### config.mk
export PLATFORM = sky130hd
export DESIGN_NAME = conv_readout
export DESIGN_NICKNAME = d
export VERILOG_FILES = /design/src/rtl/conv_readout_pkg.sv /design/src/rtl/conv_readout_edge.sv /design/src/rtl/conv_readout_ctrl.sv /design/src/rtl/conv_readout_dpath.sv /design/src/rtl/conv_readout.sv
export SDC_FILE = /design/constraint.sdc
export NUM_CORES = 1
export LEC_CHECK = 0
export ABC_AREA = 1
export BUFFER_PORTS_ARGS = -buffer_cell sky130_fd_sc_hd__buf_2
export CELL_PAD_IN_SITES_DETAIL_PLACEMENT = 0
export CELL_PAD_IN_SITES_GLOBAL_PLACEMENT = 1
export CORE_ASPECT_RATIO = 0.8
export CORE_MARGIN = 3
export CORE_UTILIZATION = 36
export DETAILED_ROUTE_END_ITERATION = 16
export PLACE_DENSITY_LB_ADDON = 0.25
export SLEW_MARGIN = 20
export SYNTH_ARGS = -nofsm -noshare
export SYNTH_HDL_FRONTEND = slang
export SYNTH_SLANG_ARGS = --single-unit
### constraint.sdc
create_clock -name clk -period 1.49 [get_ports clk]
set_input_delay 0.0745 -clock clk [delete_from_list [all_inputs] [get_ports clk]]
set_output_delay 0.0745 -clock clk [all_outputs]
set_load 0.005 [all_outputs]
### src/rtl/conv_readout_pkg.sv
package conv_readout_pkg;

  typedef enum logic [1:0] {
    ST_IDLE = 2'd0,
    ST_CONV = 2'd1,
    ST_READ = 2'd2,
    ST_DONE = 2'd3
  } rdState_t;

  typedef struct packed {
    logic clrCnt;
    logic incCnt;
    logic loadWord;
    logic sckStep;
  } ctlStrobe_t;

endpackage

### src/rtl/conv_readout_edge.sv
module conv_readout_edge #(
  parameter int W = 3
) (
  input  logic         clk,
  input  logic         rstN,
  input  logic [W-1:0] sigIn,
  output logic [W-1:0] riseOut,
  output logic [W-1:0] fallOut
);
  logic [W-1:0] prevQ;

  always_ff @(posedge clk) begin
    if (!rstN) prevQ <= '0;
    else       prevQ <= sigIn;
  end

  for (genvar i = 0; i < W; i++) begin : g_edge
    assign riseOut[i] = sigIn[i] & ~prevQ[i];
    assign fallOut[i] = ~sigIn[i] & prevQ[i];
  end
endmodule

### src/rtl/conv_readout_ctrl.sv
module conv_readout_ctrl
  import conv_readout_pkg::*;
(
  input  logic       clk,
  input  logic       rstN,
  input  logic       cnvIn,
  input  logic       sdiIn,
  input  logic       cnvRise,
  input  logic       sdiRise,
  input  logic       sckFall,
  input  logic       convDone,
  input  logic       lastFall,
  output rdState_t   stateQ,
  output ctlStrobe_t strobe
);
  rdState_t stateD;

  always_comb begin
    stateD = stateQ;
    strobe = '0;
    unique case (stateQ)
      ST_IDLE: begin
        if (cnvRise && sdiIn) begin
          stateD        = ST_CONV;
          strobe.clrCnt = 1'b1;
        end
      end
      ST_CONV: begin
        if (!cnvIn) begin
          stateD = ST_IDLE;
        end else if (convDone) begin
          stateD          = ST_READ;
          strobe.loadWord = 1'b1;
        end else begin
          strobe.incCnt = 1'b1;
        end
      end
      ST_READ: begin
        if (!cnvIn) begin
          stateD = ST_IDLE;
        end else if (sdiRise) begin
          stateD = ST_DONE;
        end else if (sckFall) begin
          if (lastFall) stateD = ST_DONE;
          else          strobe.sckStep = 1'b1;
        end
      end
      ST_DONE: begin
        if (!cnvIn) stateD = ST_IDLE;
      end
      default: stateD = ST_IDLE;
    endcase
  end

  always_ff @(posedge clk) begin
    if (!rstN) stateQ <= ST_IDLE;
    else       stateQ <= stateD;
  end
endmodule

### src/rtl/conv_readout_dpath.sv
module conv_readout_dpath
  import conv_readout_pkg::*;
#(
  parameter int DATA_W      = 14,
  parameter int CONV_CYCLES = 40
) (
  input  logic              clk,
  input  logic              rstN,
  input  ctlStrobe_t        strobe,
  input  logic [DATA_W-1:0] resultIn,
  output logic              convDone,
  output logic              lastFall,
  output logic              dataPhase,
  output logic              dataBit,
  output logic [$clog2(CONV_CYCLES)-1:0] convCnt
);
  localparam int CNT_W  = $clog2(CONV_CYCLES);
  localparam int FALL_W = $clog2(DATA_W + 2);

  logic [DATA_W-1:0] shiftQ;
  logic [FALL_W-1:0] fallCnt;

  always_ff @(posedge clk) begin
    if (!rstN)              convCnt <= '0;
    else if (strobe.clrCnt) convCnt <= '0;
    else if (strobe.incCnt) convCnt <= convCnt + CNT_W'(1);
  end

  always_ff @(posedge clk) begin
    if (!rstN) begin
      shiftQ  <= '0;
      fallCnt <= '0;
    end else if (strobe.loadWord) begin
      shiftQ  <= resultIn;
      fallCnt <= '0;
    end else if (strobe.sckStep) begin
      fallCnt <= fallCnt + FALL_W'(1);
      if (fallCnt != '0) shiftQ <= {shiftQ[DATA_W-2:0], 1'b0};
    end
  end

  assign convDone  = (convCnt == CNT_W'(CONV_CYCLES - 1));
  assign lastFall  = (fallCnt == FALL_W'(DATA_W));
  assign dataPhase = (fallCnt != '0);
  assign dataBit   = shiftQ[DATA_W-1];
endmodule

### src/rtl/conv_readout.sv
module conv_readout
  import conv_readout_pkg::*;
#(
  parameter int DATA_W      = 14,
  parameter int CONV_CYCLES = 40
) (
  input  logic              clk,
  input  logic              rstN,
  input  logic              cnvIn,
  input  logic              sdiIn,
  input  logic              sckIn,
  input  logic [DATA_W-1:0] resultIn,
  output logic              sdoOut,
  output logic              sdoOutEn
);
  localparam int CNT_W = $clog2(CONV_CYCLES);

  logic [2:0]       riseVec;
  logic [2:0]       fallVec;
  logic             cnvRise;
  logic             sdiRise;
  logic             sckFall;
  logic             convDone;
  logic             lastFall;
  logic             dataPhase;
  logic             dataBit;
  logic [CNT_W-1:0] convCnt;
  rdState_t         ctlState;
  ctlStrobe_t       strobe;

  conv_readout_edge #(.W(3)) u_edge (
    .clk     (clk),
    .rstN    (rstN),
    .sigIn   ({sckIn, sdiIn, cnvIn}),
    .riseOut (riseVec),
    .fallOut (fallVec)
  );

  assign cnvRise = riseVec[0];
  assign sdiRise = riseVec[1];
  assign sckFall = fallVec[2];

  conv_readout_ctrl u_ctrl (
    .clk      (clk),
    .rstN     (rstN),
    .cnvIn    (cnvIn),
    .sdiIn    (sdiIn),
    .cnvRise  (cnvRise),
    .sdiRise  (sdiRise),
    .sckFall  (sckFall),
    .convDone (convDone),
    .lastFall (lastFall),
    .stateQ   (ctlState),
    .strobe   (strobe)
  );

  conv_readout_dpath #(
    .DATA_W      (DATA_W),
    .CONV_CYCLES (CONV_CYCLES)
  ) u_dpath (
    .clk       (clk),
    .rstN      (rstN),
    .strobe    (strobe),
    .resultIn  (resultIn),
    .convDone  (convDone),
    .lastFall  (lastFall),
    .dataPhase (dataPhase),
    .dataBit   (dataBit),
    .convCnt   (convCnt)
  );

  always_comb begin
    sdoOutEn = 1'b0;
    sdoOut   = 1'b0;
    if (ctlState == ST_READ) begin
      sdoOutEn = 1'b1;
      sdoOut   = dataPhase & dataBit;
    end else if (ctlState == ST_IDLE && !cnvIn && !sdiIn) begin
      sdoOutEn = 1'b1;
    end
  end
endmodule

==> out/qor.yml <==
synth:
  netlist_top_cells_area: "dfxtp_1 36%, nand2_1 16%, inv_1 9.7%"
  syn_nets: 270
  syn_area_um2: 1620
  yosys.area_share.simple_pct: 36.7
  synth-compound-area-share_pct: 10.3
  synth_xor_xnor_area_share_pct: 2.16
  synth_cells: 247
  avgSynthCellArea_um2: 6.57
  synth_adder_area_share_pct: 3.09
  synth_top_family_by_area: "simple AND/OR/NAND/NOR gates"
  synthDominantCellAreaShare_pct: 35.8
  yosys.area.top_type: "dfxtp_1"
  synth_warnings: 0
  synth_seq_area_share_pct: 35.8
  synthMuxAreaShare_pct: 0
  ys_ff_latch: 29
  synth_cell_types: 26
clock_network:
  worstSkewPairLatency_ps: 270
  cts_made_buffers: 5
  cts_tree: "done"
  cts_max_level: 2
  clockRootBuffer: "clkbuf_8"
  clockBufferDepth: 2
  cts_sinks: 29
  clk_pin_slew_ps: 60
worst_hold_path:
  hp-class: "primary input to flip-flop"
floorplanning:
  die_h_um: 66.0
  die_w_um: 81.0
  die_area_um2: 5350
  rows: 21
  core_area_um2: 4260
  initial_utilization_pct: 38.1
  io_pins: 21
routing:
  antenna_left: 0
  wl_per_cell_um: 11.2
  vias: 1576
  drt-vias-per-instance: 4.46
  routed_wirelength_mm: 3.94
  drt_iter0_markers: 50
  dr.pass1.iters: 4
  drc: 0
cells_and_area:
  final_cell_area_um2: 2180
  final_common_cell: "nand2_1"
  finalNonFillerCells: 353
  antenna_cells: 0
  layout_common_cells: "66 x nand2_1, 40 x inv_1, 26 x nor2_1, 25 x dfxtp_1, 22 x buf_4"
  layout-drive-gt1-share_pct: 27.7
  syn_to_final_growth_pct: 34.7
  finalNetCount: 319
sta:
  finalSetupViolations: 0
  max_clock_freq_mhz: 695
  finalHoldViolCount: 0
  fin_skew_ps: 2.20
  worst_pin_slew_ps: 313
  period_needed_ps: 1440
  rsz0062_at_grt: "yes"
  post-route-period-util_pct: 96.6
  maxSlewHeadroom_pct: 79.1
  postLayoutSetupSlackWorst_ps: 50.9
  drv_slew: 0
placement:
  placedInstanceArea_um2: 1950
  post-place-ws_ps: -95.5
  gp_routability_congestion: 0.814
  io_buffer_count: 20
  dp.cells: 343
  hpwl_mm: 2.91
grt:
  track_usage_pct: 15.5
  antenna_found_initial: 0
  grt_pass1_vias: 1399
  grt_max_degree: 18
  grt_overflow: 0
  grt_first_pass_wirelength_mm: 6.31
worst_setup_path:
  worstPathRequired_ps: 1660
  end_kind: "flip-flop"
  cp-start-kind: "flip-flop"
  critPathKind: "flip-flop to flip-flop"
  worstPathArrival_ps: 1610
  crit_fanout: 7
outcome:
  status: "finished clean"
power:
  ir_drop_v: 0.000669
  p_per_area_nw_per_um2: 925
  power_uw: 2020
  p_leak_uw: 0.00106
run:
  maxCapViolations: 0
==> report_power, final <==
part           switching [uW]  leakage (uW)  total [uW]  internal [uW]
logic                     317      0.000778         526            209
clock network             277     0.0000443         642            366
registers                41.4      0.000237         851            810
==> cells by family (layout without fill, tap and decap cells) <==
group,Yosys count,in the layout
compound gates,31,31
simple gates,132,133
flops,29,29
buf+inv,47,95
fa+ha+maj,4,4
xor+xnor,4,4
==> timing repair <==
action	CTS	global route
hold endpoints to repair	1	0
buffers inserted	1	0
resized for setup	12	21
cloned	1	0
hold buffers	1	0
endpoints found under the setup margin	10	21
pin swaps	5	6
==> synthesized netlist by cell type (all sizes together) <==
library cell,instances
inv,42
ha,4
nand2,71
buf,3
nand4,4
nor3,2
nor3b,1
o31ai,1
xor2,3
or2,2
dfxtp,29
a21oi,14
o21ai,12
nand3,20
xnor2,1
nor2,31
clkbuf,2
o21bai,2
nand3b,1
a21boi,2
==> critical path: stages (launching register included) <==
cell	delay [ps]
dfxtp_2	330
inv_2	50
ha_4	150
nand3_4	90
nand2_4	50
nor2_4	170
nand3_4	160
nand2_4	140
inv_2	50
nor2_1	100
nor2_1	50
==> cell type report <==
class                           count  area (um2)
Fill cell                         449        2070
Multi-Input combinational cell    172         972
Sequential cell                    29         588
Timing Repair Buffer               46         309
Inverter                           42         158
Clock buffer                        7        86.3
Tap cell                           57        71.3
==> sequential cells by signal (all words and copies together), names as in the netlist <==
name             flops
u_dpath.convCnt      6
u_edge.prevQ         3
u_dpath.shiftQ      14
u_ctrl.stateQ        2
u_dpath.fallCnt      4
==> worst paths after layout <==
kind | slack (ps) | endpoint | from | depth (start not counted)
worst max-delay path | 50 | u_dpath.shiftQ[13] | u_dpath.fallCnt[0] | 10
worst min register to register | 470 | u_dpath.shiftQ[9] | u_dpath.shiftQ[9] | 2
worst max register to register | 50 | u_dpath.shiftQ[13] | u_dpath.fallCnt[0] | 10
worst min-delay path | 40 | u_edge.prevQ[1] | sdiIn | 3
==> through the flow <==
step           setup TNS [ps]  util (%)  hold slack [ps]
2_1_floorplan               0         -              168
3_3_place_gp            -57.2      45.8              268
3_5_place_dp             -308      45.8              276
4_1_cts               -0.0139      49.4             29.6
5_1_grt                  -360      51.3             30.8
6_report                    0      51.3             38.6
==> per-layer routing <==
layer / track usage [%] / share of wire, %
met5: 0 / 0
met4: 3.80 / 0.79
met3: 4.22 / 3.5
met2: 24.0 / 43
met1: 21.1 / 53
Power figures use the tool's default switching activity.
